--- src/rtl/iopg_pkg.sv ---
`timescale 1ns/1ps
package iopg_pkg;
  localparam int unsigned WORD_BYTES = 4;
  localparam int unsigned DEV_BASE   = 8;
  localparam int unsigned NUM_DEV    = 8;

  // device index = word bit minus DEV_BASE
  localparam int unsigned DEV_DIVCTL = 0;
  localparam int unsigned DEV_ALT    = 1;
  localparam int unsigned DEV_LAYER  = 2;
  localparam int unsigned DEV_SERIAL = 3;
  localparam int unsigned DEV_UART   = 4;
  localparam int unsigned DEV_MOUSE  = 5;
  localparam int unsigned DEV_SPRITE = 6;
  localparam int unsigned DEV_LAYER2 = 7;

  typedef logic [15:0] io_addr_t;
endpackage

--- src/rtl/iopg_regs.sv ---
`timescale 1ns/1ps
module iopg_regs #(
  parameter int unsigned BYTES    = 4,
  parameter int unsigned DEV_BASE = 8,
  parameter int unsigned NUM_DEV  = 8,
  localparam int unsigned W       = BYTES * 8,
  localparam int unsigned BW      = $clog2(BYTES),
  localparam int unsigned SELW    = BW + 1
) (
  input  logic                clk,
  input  logic                rst_n,
  input  logic                hard_rst,
  input  logic                soft_rst,
  input  logic                wr_en,
  input  logic                wr_cop,
  input  logic [SELW-1:0]     sel,
  input  logic [7:0]          wdata,
  output logic [7:0]          rdata,
  output logic [NUM_DEV-1:0]  en_dev,
  output logic [NUM_DEV-1:0]  mask_dev
);
  logic [1:0][W-1:0] word_q;
  logic [1:0][W-1:0] word_d;
  logic [1:0]        word_upd;
  logic              wr_ok;
  logic              bank;
  logic [BW-1:0]     byte_idx;

  assign bank     = sel[SELW-1];
  assign byte_idx = sel[BW-1:0];
  assign wr_ok    = wr_en && !wr_cop && !hard_rst && !soft_rst;

  for (genvar g = 0; g < 2; g++) begin : g_word
    logic preset;
    logic wr_hit;

    assign preset = (hard_rst &&  word_q[g][W-1]) ||
                    (soft_rst && !word_q[g][W-1]);
    assign wr_hit = wr_ok && (bank == g[0]);

    always_comb begin
      word_d[g]   = word_q[g];
      word_upd[g] = preset || wr_hit;
      if (preset) begin
        word_d[g] = '1;
      end else if (wr_hit) begin
        for (int b = 0; b < BYTES; b++) begin
          if (byte_idx == b[BW-1:0]) word_d[g][b*8 +: 8] = wdata;
        end
      end
    end

    always_ff @(posedge clk or negedge rst_n) begin
      if (!rst_n) begin
        word_q[g] <= '1;
      end else if (word_upd[g]) begin
        word_q[g] <= word_d[g];
      end
    end

    AST_HARD_PRESET: assert property (@(posedge clk) disable iff (!rst_n)
      hard_rst && !soft_rst && word_q[g][W-1] |=> word_q[g] == '1);
    AST_HARD_KEEP: assert property (@(posedge clk) disable iff (!rst_n)
      hard_rst && !soft_rst && !word_q[g][W-1] |=> $stable(word_q[g]));
    AST_SOFT_PRESET: assert property (@(posedge clk) disable iff (!rst_n)
      soft_rst && !hard_rst && !word_q[g][W-1] |=> word_q[g] == '1);
    AST_SOFT_KEEP: assert property (@(posedge clk) disable iff (!rst_n)
      soft_rst && !hard_rst && word_q[g][W-1] |=> $stable(word_q[g]));
    AST_COP_BLOCKED: assert property (@(posedge clk) disable iff (!rst_n)
      wr_en && wr_cop && !hard_rst && !soft_rst |=> $stable(word_q[g]));
  end

  assign rdata    = word_q[bank][byte_idx*8 +: 8];
  assign en_dev   = word_q[0][DEV_BASE +: NUM_DEV];
  assign mask_dev = word_q[1][DEV_BASE +: NUM_DEV];
endmodule

--- src/rtl/iopg_decode.sv ---
`timescale 1ns/1ps
module iopg_decode
  import iopg_pkg::*;
#(
  parameter int unsigned N = NUM_DEV
) (
  input  io_addr_t       addr,
  input  io_addr_t       alt_a,
  input  io_addr_t       alt_b,
  output logic [N-1:0]   hit
);
  logic [7:0] lo;
  assign lo = addr[7:0];

  always_comb begin
    hit             = '0;
    hit[DEV_DIVCTL] = (lo == 8'hE3);
    hit[DEV_ALT]    = (addr == alt_a) || (addr == alt_b);
    hit[DEV_LAYER]  = (addr == 16'h103B) || (addr == 16'h113B);
    hit[DEV_SERIAL] = (lo == 8'hE7) || (lo == 8'hEB);
    hit[DEV_UART]   = (addr == 16'h133B) || (addr == 16'h143B) ||
                      (addr == 16'h153B);
    hit[DEV_MOUSE]  = (addr == 16'hFADF) || (addr == 16'hFBDF) ||
                      (addr == 16'hFFDF);
    hit[DEV_SPRITE] = (lo == 8'h57) || (lo == 8'h5B) || (addr == 16'h303B);
    hit[DEV_LAYER2] = (addr == 16'h123B);
  end
endmodule

--- src/rtl/io_port_gate.sv ---
`timescale 1ns/1ps
module io_port_gate
  import iopg_pkg::*;
(
  input  logic        clk,
  input  logic        rst_n,
  input  logic        hard_rst,
  input  logic        soft_rst,
  input  logic        reg_wr,
  input  logic        reg_from_cop,
  input  logic [2:0]  reg_sel,
  input  logic [7:0]  reg_wdata,
  output logic [7:0]  reg_rdata,
  input  logic        bus_on,
  input  logic [15:0] io_addr,
  input  logic        io_rd,
  input  logic        io_wr,
  input  logic [15:0] alt_port_a,
  input  logic [15:0] alt_port_b,
  output logic [7:0]  dev_sel,
  output logic        exp_fwd
);
  logic [NUM_DEV-1:0] en_dev;
  logic [NUM_DEV-1:0] mask_dev;
  logic [NUM_DEV-1:0] hit;
  logic [NUM_DEV-1:0] eff_en;
  logic [NUM_DEV-1:0] claim;
  logic               cyc;

  iopg_regs #(
    .BYTES(WORD_BYTES), .DEV_BASE(DEV_BASE), .NUM_DEV(NUM_DEV)
  ) u_regs (
    .clk(clk), .rst_n(rst_n), .hard_rst(hard_rst), .soft_rst(soft_rst),
    .wr_en(reg_wr), .wr_cop(reg_from_cop), .sel(reg_sel),
    .wdata(reg_wdata), .rdata(reg_rdata),
    .en_dev(en_dev), .mask_dev(mask_dev)
  );

  iopg_decode #(.N(NUM_DEV)) u_dec (
    .addr(io_addr), .alt_a(alt_port_a), .alt_b(alt_port_b), .hit(hit)
  );

  assign cyc     = io_rd || io_wr;
  assign eff_en  = bus_on ? (en_dev & mask_dev) : en_dev;
  assign claim   = hit & eff_en;
  assign dev_sel = cyc ? claim : '0;
  assign exp_fwd = cyc && bus_on && (claim == '0);

  AST_SEL_NEEDS_STROBE: assert property (@(posedge clk) disable iff (!rst_n)
    (dev_sel != '0) |-> cyc);
  AST_SEL_NEEDS_ENABLE: assert property (@(posedge clk) disable iff (!rst_n)
    (dev_sel & ~en_dev) == '0);
  AST_SEL_MASKED_ON_BUS: assert property (@(posedge clk) disable iff (!rst_n)
    bus_on |-> (dev_sel & ~mask_dev) == '0);
  AST_SEL_ONLY_ON_HIT: assert property (@(posedge clk) disable iff (!rst_n)
    (dev_sel & ~hit) == '0);
  AST_FWD_NEEDS_BUS: assert property (@(posedge clk) disable iff (!rst_n)
    exp_fwd |-> bus_on && cyc);
  AST_FWD_NOT_CLAIMED: assert property (@(posedge clk) disable iff (!rst_n)
    exp_fwd |-> dev_sel == '0);
endmodule

--- config.mk ---
export PLATFORM = sky130hd
export DESIGN_NAME = io_port_gate
export DESIGN_NICKNAME = d
export VERILOG_FILES = /design/src/rtl/iopg_pkg.sv /design/src/rtl/iopg_regs.sv /design/src/rtl/iopg_decode.sv /design/src/rtl/io_port_gate.sv
export SDC_FILE = /design/constraint.sdc
export NUM_CORES = 1
export LEC_CHECK = 0
export CORE_MARGIN = 3
export CORE_UTILIZATION = 50
export DETAILED_ROUTE_END_ITERATION = 8
export DONT_BUFFER_PORTS = 1
export PLACE_DENSITY = 0.73
export REMOVE_ABC_BUFFERS = 1
export SYNTH_ARGS = -nofsm -noshare
export SYNTH_HDL_FRONTEND = slang
export SYNTH_SLANG_ARGS = --single-unit
--- constraint.sdc ---
create_clock -name clk -period 3.3 [get_ports clk]
set_input_delay 0.495 -clock clk [delete_from_list [all_inputs] [get_ports clk]]
set_output_delay 0.495 -clock clk [all_outputs]
set_load 0.01 [all_outputs]
==> flow_summary.yaml, run 1 <==
timing:
  tightest_slew_ns: 0.880
  min_period_ns: 2.61
  drv_slew: 0
  final.setup.worst_slack_ns: 0.692
  finalSetupViolations: 0
  post-route-period-util_pct: 79.0
  skew_ns: 0.00627
  tns_ns: 0
  rsz0062_at_grt: "false"
  hold_viol: 0
  slew_headroom_pct: 40.2
  fmax_mhz: 383
grt:
  gr-total-overflow: 0
  grt_max_degree: 65
  grt_pass1_wl_mm: 16.0
  grt_pass1_vias: 3068
  antenna_found_initial: 0
  grt_usage_pct: 23.8
power:
  power.total_uw: 1620
  power_density_nw_per_um2: 385
  power_leakage_uw: 0.00153
  vdd_drop_max_mv: 0.262
route:
  ant_nets: 0
  drt-pass1-iter-count: 6
  vias: 3018
  avgViaCountPerCell: 6.25
  wl_mm: 10.1
  wl_per_cell_um: 20.8
  drc_errors: 0
  drt-initial-drc-count: 283
setup_path:
  cp_max_fo: 3
  cp-start-kind: "flop"
  crit_type: "reg -> out"
  worstPathRequired_ns: 2.80
  endpoint_kind: "output pin"
  crit_arrival_ns: 2.11
die:
  num_rows: 31
  start_util_pct: 52.9
  die_h_um: 95.0
  dieArea_um2: 9030
  die-width_um: 95.0
  coreArea_um2: 7490
  ioPinCount: 85
clock_tree:
  htree_levels: 3
  cts.sinks: 64
  postCtsSetupBuffers: 0
  worstSkewPairLatency_ns: 0.34
  ctsResizeCount: 0
  cts-root-buf: "clkbuf_8"
  clock_path_buffers: 2
  cts_buffers: 9
  cts_tree: "built"
  clkTransAtPathRegs_ns: 0.07
synthesis:
  synth_top_area_cell: "dfstp_2"
  avgSynthCellArea_um2: 10.1
  synth-seq-cells: 64
  yosys-top-cells-area: "dfstp_2 (42%), nand2_1 (9.7%), mux4_2 (9.1%), mux2i_1 (8.3%), xnor2_1 (7.1%)"
  syn_inst: 393
  async_reset_ff_share_pct: 100
  synth.top_cell.area_share_pct: 42.4
  yosys_most_used_dff: "dfstp_2"
  yosysSeqAreaShare_pct: 42.4
  synth_cell_types: 43
  netlist_area_um2: 3960
  yosys_warnings: 0
  synth_edf_count: 0
run_status:
  outcome: "finished, final reports clean"
place:
  io_buffers: 0
  place_ws_ns: 0.893
  place.gp.congestion: 0.781
  placed_area_um2: 3980
  hpwl_mm: 7.13
cells_and_area:
  final_cell_area_um2: 4190
  utilization_pct: 56.0
  nets: 448
  synthToLayoutAreaGrowth_pct: 5.81
  final_layout_size_suffix_gt1_share_pct: 31.0
  n_fill_cell: 667
  n_antenna_cell: 0
worst_hold_path:
  hp-class: "in -> reg"
job:
  maxCapViolCount: 0
## power breakdown
group	total (µW)	internal, µW	switching [µW]
combinational	155	74.4	80.7
clock	651	362	289
sequential	810	803	7.25
total	1620	1240	377
## worst paths after layout
kind                                                     start                             end  slack [ns]  cells after the start
worst max-delay path            u_regs.mask_dev[7]$_DFFE_PN1P_                         exp_fwd        0.69                      5
worst min-delay path                                  hard_rst   u_regs.word_q[31]$_DFFE_PN1P_        0.25                      1
worst max register to register   u_regs.word_q[31]$_DFFE_PN1P_    u_regs.word_q[3]$_DFFE_PN1P_        1.41                      3
worst min register to register   u_regs.word_q[52]$_DFFE_PN1P_   u_regs.word_q[52]$_DFFE_PN1P_        0.49                      2
max in group asynchronous                                rst_n  u_regs.mask_dev[5]$_DFFE_PN1P_        2.96                      1
min in group asynchronous                                rst_n   u_regs.word_q[59]$_DFFE_PN1P_        0.27                      1
## cells in the final DEF, fill, tap and decap left out, types with 2 or more instances in the layout
cell	n
o21ai_0	4
clkinv_2	3
clkbuf_8	10
xnor2_1	32
nor2_1	10
inv_1	4
nor4bb_1	3
dfstp_2	64
mux2i_2	2
mux2i_1	31
nor4_1	3
nand3b_1	4
nor2b_1	2
nand4_1	11
nor4b_2	2
nor3_2	3
mux4_2	16
buf_4	4
nor3b_1	2
or3_1	7
nand2_1	102
nand3_1	35
mux2_2	8
## critical path, stage by stage (launching register included)
cell and delay [ns]:
dfstp_2 0.55, nor2b_1 0.05, nor4_1 0.39, o21ba_1 0.20, a2111oi_0 0.42, nor4bb_1 0.16
## metal layers
layer | part of all wire, % | track usage, %
met5 | 0 | 0
met4 | 1.6 | 9.01
met3 | 9.5 | 5.29
met2 | 49 | 38.2
met1 | 40 | 31.8
## synth_stat cells, types with 3 or more instances
cell type and n:
nand4_1 11, mux2i_1 33, inv_1 4, xnor2_1 32, or3_1 7, nor2_1 10
nor4bb_1 3, o21ai_0 4, dfstp_2 64, nand3b_1 4, mux2_2 8, clkbuf_1 17
nor3_2 3, mux4_2 16, buf_4 4, nor4_1 3, buf_2 5, nand3_1 35
nand2_1 102
## flip-flops by register name (all words and copies together) (netlist names)
register         flops
u_regs.mask_dev      8
u_regs.en_dev        8
u_regs.word_q       48
## area by class of cell
| class | instances | area [µm²] | share of cell area (%) |
|---|---|---|---|
| Tap cell | 99 | 124 | 2.95 |
| Clock inverter | 4 | 45.0 | 1.07 |
| Inverter | 4 | 15.0 | 0.358 |
| Multi-Input combinational cell | 296 | 2130 | 50.8 |
| Clock buffer | 11 | 141 | 3.37 |
| Timing Repair Buffer | 5 | 57.6 | 1.37 |
| Sequential cell | 64 | 1680 | 40.1 |
## per-stage QoR
| stage | cells | hold slack (ns) |
|---|---|---|
| final | 483 | 0.246 |
| after global routing | 483 | 0.229 |
| after CTS | 483 | 0.238 |
| after detailed placement | 467 | 0.351 |
| after global placement | 467 | 0.353 |
| after floorplan | 364 | 0.347 |
## kinds of logic after synthesis
kind of cell | count (synthesis) | share of synthesized area [%]
flops | 64 | 42.4
buf+inv | 33 | 4.04
xor+xnor | 33 | 7.29
simple gates | 194 | 24.3
mux | 57 | 19.7
compound gates | 12 | 2.18
## timing repair
action / CTS / global route
hold buffers: 1 / 0
endpoints found under the setup margin: 0 / 0
hold endpoints to repair: 64 / 0
Power figures use the tool's default switching activity.
==> inputs of run 2 (changes only) <==
Settings changed: ABC_AREA set to 1.
Clock period 3.3 ns to 2.55 ns, I/O delays scaled along.
==> flow_summary.yaml, run 2 <==
power:
  power_density_nw_per_um2: 996
  power.total_uw: 4490
  power_leakage_uw: 0.00226
  vdd_drop_max_mv: 0.813
setup_path:
  cp_max_fo: 2
  ff2ff_setup_slack_ns: 0.93
  r2r-start: "u_regs.word_q[63]$_DFFE_PN1P_"
  startpoint: "u_regs.mask_dev[4]$_DFFE_PN1P_"
  crit_arrival_ns: 1.68
  worstPathRequired_ns: 2.17
  r2r-end: "u_regs.word_q[52]$_DFFE_PN1P_"
  endpoint_kind: "output pin"
  crit_type: "reg -> out"
  cp-start-kind: "flop"
  crit_end: "exp_fwd"
  ff2ff_path_depth: 6
run_status:
  outcome: "finished, final reports clean"
synthesis:
  syn_inst: 639
  synth_top_family_by_area: "simple AND/OR/NAND/NOR gates"
  synth_cell_types: 27
  netlist_area_um2: 4190
  yosys_most_used_dff: "dfstp_2"
  synth.most_common_cell: "nand2_1"
  yosys_warnings: 0
  synth_compound_area_share_pct: 15.8
  synth_edf_count: 0
  muxShareOfSynthArea_pct: 0
  avgSynthCellArea_um2: 6.56
  synth_top_area_cell: "dfstp_2"
  synth-seq-cells: 64
  yosys-top-cells-area: "dfstp_2 (40%), nand2_1 (17%), nor2_1 (11%), inv_1 (8.7%), a21oi_1 (5.5%)"
  synth_commonest_cells: "nand2_1 (193), nor2_1 (121), inv_1 (97)"
  synth-simple-area-share_pct: 32.0
  synthXorXnorAreaFrac_pct: 0.209
  synth_fa_ha_area_share_pct: 0
  async_reset_ff_share_pct: 100
  yosysSeqAreaShare_pct: 40.1
  synth.top_cell.area_share_pct: 40.1
clock_tree:
  postCtsSetupBuffers: 0
  ctsHoldBuffers: 1
  cts_tree: "built"
  cts_buffers: 9
  clkTransAtPathRegs_ns: 0.07
  htree_levels: 3
  cts.sinks: 64
  ctsResizeCount: 0
  clock_path_buffers: 2
  cts-root-buf: "clkbuf_8"
  worstSkewPairLatency_ns: 0.34
timing:
  drv_slew: 0
  final.setup.worst_slack_ns: 0.485
  tns_ns: 0
  rsz0062_at_grt: "false"
  hold_viol: 0
  post-route-period-util_pct: 81.0
  slew_headroom_pct: 56.8
  skew_ns: 0.00827
  tightest_slew_ns: 0.642
  hold_ws_ns: 0.148
  min_period_ns: 2.07
  finalSetupViolations: 0
  fmax_mhz: 484
die:
  die_h_um: 97.5
  ioPinCount: 85
  coreArea_um2: 7930
  num_rows: 32
  start_util_pct: 52.9
  die-width_um: 97.5
  dieArea_um2: 9520
grt:
  grt_pass1_vias: 3747
  grt_max_degree: 65
  grt_usage_pct: 23.7
  gr-total-overflow: 0
  antenna_found_initial: 0
  grt_pass1_wl_mm: 18.1
route:
  drt-pass1-iter-count: 5
  drt-initial-drc-count: 293
  wl_mm: 11.3
  wl_per_cell_um: 15.2
  drc_errors: 0
  avgViaCountPerCell: 5.30
  vias: 3948
  ant_nets: 0
place:
  io_buffers: 0
  hpwl_mm: 8.31
  place.gp.congestion: 0.943
  place_ws_ns: 0.825
cells_and_area:
  top_register: "u_regs.word_q"
  n_antenna_cell: 0
  nets: 706
  final_cell_mix: "nand2_1 (193), nor2_1 (121), inv_1 (97)"
  synthToLayoutAreaGrowth_pct: 7.49
  layout_commonest_cell: "nand2_1"
  largest_reg_flops: 48
  final_layout_size_suffix_gt1_share_pct: 15.4
job:
  maxCapViolCount: 0
worst_hold_path:
  hp-class: "in -> async"
[run 2: cell count changes in the layout (fill, tap and decap cells not counted), moves of 10 or more]
cell,before,now
nor2_1,10,121
mux4_2,16,0
a21oi_1,0,46
xnor2_1,32,0
nand2_1,102,193
o21ai_0,4,39
nand3_1,35,9
mux2i_1,31,0
inv_1,4,97
nand4_1,11,1
o211ai_1,1,16
nand2_2,0,10
[run 2: layout make-up]
cell class              count  area, µm²
fillers                   799       3420
multi-input cells         459       2010
flip-flops and latches     64       1680
inverters                  99        372
clock buffers              11        151
well taps                 102        128
clock inverters             5        103
repair buffers              5       57.6
[run 2: through the flow]
stage / std cells / util [%] / area, µm²
6_report: 745 / 56.8 / 4500
5_1_grt: 745 / 56.8 / 4500
4_1_cts: 745 / 56.8 / 4500
3_5_place_dp: 728 / 53.3 / 4220
3_3_place_gp: 728 / 53.3 / 4220
2_1_floorplan: 622 / - / 4070
[run 2: worst min path at each step]
stage | from | end | depth (start not counted)
2_1_floorplan | rst_n | u_regs.en_dev[0]$_DFFE_PN1P_ | 0
3_3_place_gp | rst_n | u_regs.word_q[33]$_DFFE_PN1P_ | 0
3_5_place_dp | rst_n | u_regs.word_q[25]$_DFFE_PN1P_ | 0
4_1_cts | reg_wdata[3] | u_regs.word_q[59]$_DFFE_PN1P_ | 2
5_1_grt | reg_wdata[3] | u_regs.word_q[59]$_DFFE_PN1P_ | 2
6_report | rst_n | u_regs.word_q[25]$_DFFE_PN1P_ | 1
[run 2: kinds of logic after synthesis]
group	count (synthesis)
AND/OR/NAND/NOR	342
AO/OA/AOI/OAI	116
buffers and inverters	116
flip-flops	64
XOR/XNOR	1
[run 2: worst max-delay path, stage by stage (launching register included)]
cell	delay (ns)
dfstp_2	0.53
inv_1	0.05
a21boi_0	0.25
nand2_1	0.13
nor2_1	0.12
nor2_1	0.05
nand2_1	0.05
nor2_1	0.04
nand2_1	0.06
inv_1	0.06
[run 2: metal layers]
| metal | track usage, % | vias up | part of all wire, % |
|---|---|---|---|
| met5 | 0 | - | 0 |
| met4 | 8.41 | 0 | 2.2 |
| met3 | 6.32 | 23 | 9.2 |
| met2 | 39.2 | 163 | 47 |
| met1 | 29.8 | 1776 | 42 |
| li1 | - | 1986 | - |
[run 2: power by group]
group | internal (µW) | switching (µW)
sequential | 1760 | 215
combinational | 424 | 995
clock | 701 | 392
total | 2890 | 1600
==> inputs of run 3 (changes only) <==
Clock period 2.55 ns to 2.1 ns, I/O delays scaled along.
==> flow_summary.yaml, run 3 (same netlist as run 2, synthesis figures left out) <==
cells_and_area:
  layout_commonest_cell: "nand2_1"
  top_register: "u_regs.word_q"
  largest_reg_flops: 48
  instances_no_fill: 746
  final_cell_mix: "nand2_1 (193), nor2_1 (121), inv_1 (97)"
  final_cell_area_um2: 4480
  nets: 707
  n_antenna_cell: 0
  n_fill_cell: 754
  final_layout_size_suffix_gt1_share_pct: 15.4
  synthToLayoutAreaGrowth_pct: 6.81
place:
  place_ws_ns: 0.452
  hpwl_mm: 8.51
  io_buffers: 0
  placed_area_um2: 4230
  dp_cells: 729
  place.gp.congestion: 0.883
grt:
  met1_usage_pct: 32.2
  antenna_found_initial: 0
  gr-usage-met3_pct: 5.74
  grt-busiest-layer: "met2"
  grt_pass1_wl_mm: 18.8
  grt_pass1_vias: 3805
  gr-total-overflow: 0
  grt_usage_pct: 24.6
  grtUsageMet2_pct: 40.4
  grt_max_degree: 65
power:
  power_leakage_uw: 0.00225
  vdd_drop_max_mv: 0.708
  power_density_nw_per_um2: 1180
  power.total_uw: 5290
setup_path:
  ff2ff_setup_slack_ns: 0.49
  cp-start-kind: "flop"
  endpoint_kind: "output pin"
  worstPathRequired_ns: 1.78
  cp_max_fo: 2
  startpoint: "u_regs.mask_dev[4]$_DFFE_PN1P_"
  crit_arrival_ns: 1.66
  crit_type: "reg -> out"
  ff2ff_path_depth: 6
  crit_end: "dev_sel[4]"
  r2r-end: "u_regs.word_q[59]$_DFFE_PN1P_"
  r2r-start: "u_regs.word_q[63]$_DFFE_PN1P_"
timing:
  drv_slew: 0
  post-route-period-util_pct: 93.9
  tns_ns: 0
  min_period_ns: 1.97
  tightest_slew_ns: 0.670
  final.setup.worst_slack_ns: 0.128
  hold_viol: 0
  slew_headroom_pct: 54.9
  fmax_mhz: 507
  rsz0062_at_grt: "false"
  finalSetupViolations: 0
  skew_ns: 0.00932
clock_tree:
  cts_buffers: 9
  cts-root-buf: "clkbuf_8"
  ctsResizeCount: 0
  htree_levels: 3
  clock_path_buffers: 2
  cts.sinks: 64
  cts_tree: "built"
  worstSkewPairLatency_ns: 0.35
  clkTransAtPathRegs_ns: 0.07
die:
  die-width_um: 97.5
  start_util_pct: 52.9
  coreArea_um2: 7930
  num_rows: 32
  die_h_um: 97.5
  ioPinCount: 85
  dieArea_um2: 9520
route:
  wl_mm: 11.8
  drt-initial-drc-count: 397
  ant_nets: 0
  vias: 4020
  drt-pass1-iter-count: 5
  avgViaCountPerCell: 5.39
  drc_errors: 0
  wl_per_cell_um: 15.8
run_status:
  outcome: "finished, final reports clean"
job:
  maxCapViolCount: 0
worst_hold_path:
  hp-class: "in -> async"
-- run 3: cell types whose count changed in the layout (fill, tap and decap cells not counted), sizes merged --
| cell | before | now |
|---|---|---|
| clkinvlp | 1 | 0 |
| buf | 5 | 6 |
| clkbuf | 11 | 14 |
| bufinv | 3 | 1 |
-- run 3: routing by layer --
metal	vias to the layer above	wire length, µm
met2	197	5640
met5	-	0
met1	1823	4780
met3	13	1200
met4	0	132
li1	1987	-
-- run 3: timing repair --
item                                   in CTS  in global routing
endpoints found under the hold margin      64                  0
setup buffers                               0                  0
hold buffers                                1                  0
-- run 3: final cells by class --
class | instances | area, µm² | share of cell area (%)
Inverter | 99 | 372 | 8.30
Clock buffer | 14 | 183 | 4.08
Sequential cell | 64 | 1680 | 37.6
Timing Repair Buffer | 6 | 65.1 | 1.45
Tap cell | 102 | 128 | 2.85
Multi-Input combinational cell | 459 | 2010 | 45.0
Clock inverter | 2 | 35.0 | 0.783
-- run 3: worst max-delay path: stages, from the launching register on --
cell and delay [ns]:
dfstp_2 0.53, inv_1 0.04, a21boi_0 0.17, nand2_1 0.10, nor3_1 0.46
-- run 3: worst min path at each step --
stage | start | endpoint | depth (start not counted)
detailed placement | rst_n | u_regs.word_q[49]$_DFFE_PN1P_ | 0
finish | rst_n | u_regs.word_q[49]$_DFFE_PN1P_ | 1
floorplan | rst_n | u_regs.en_dev[0]$_DFFE_PN1P_ | 0
global placement | rst_n | u_regs.word_q[49]$_DFFE_PN1P_ | 0
global route | rst_n | u_regs.word_q[58]$_DFFE_PN1P_ | 1
CTS | reg_wdata[3] | u_regs.word_q[59]$_DFFE_PN1P_ | 2
-- run 3: through the flow --
step	hold slack, ns	utilization, %
finish	0.0941	56.5
global route	0.118	56.5
CTS	0.101	56.5
detailed placement	0.172	53.4
global placement	0.174	53.4
floorplan	0.167	-
-- run 3: where the power goes --
group | leakage (µW) | internal (µW) | switching [µW] | total [µW]
Clock | 0.000113 | 677 | 474 | 1150
Sequential | 0.000674 | 2140 | 269 | 2410
Combinational | 0.00146 | 515 | 1220 | 1730
Total | 0.00225 | 3330 | 1960 | 5290
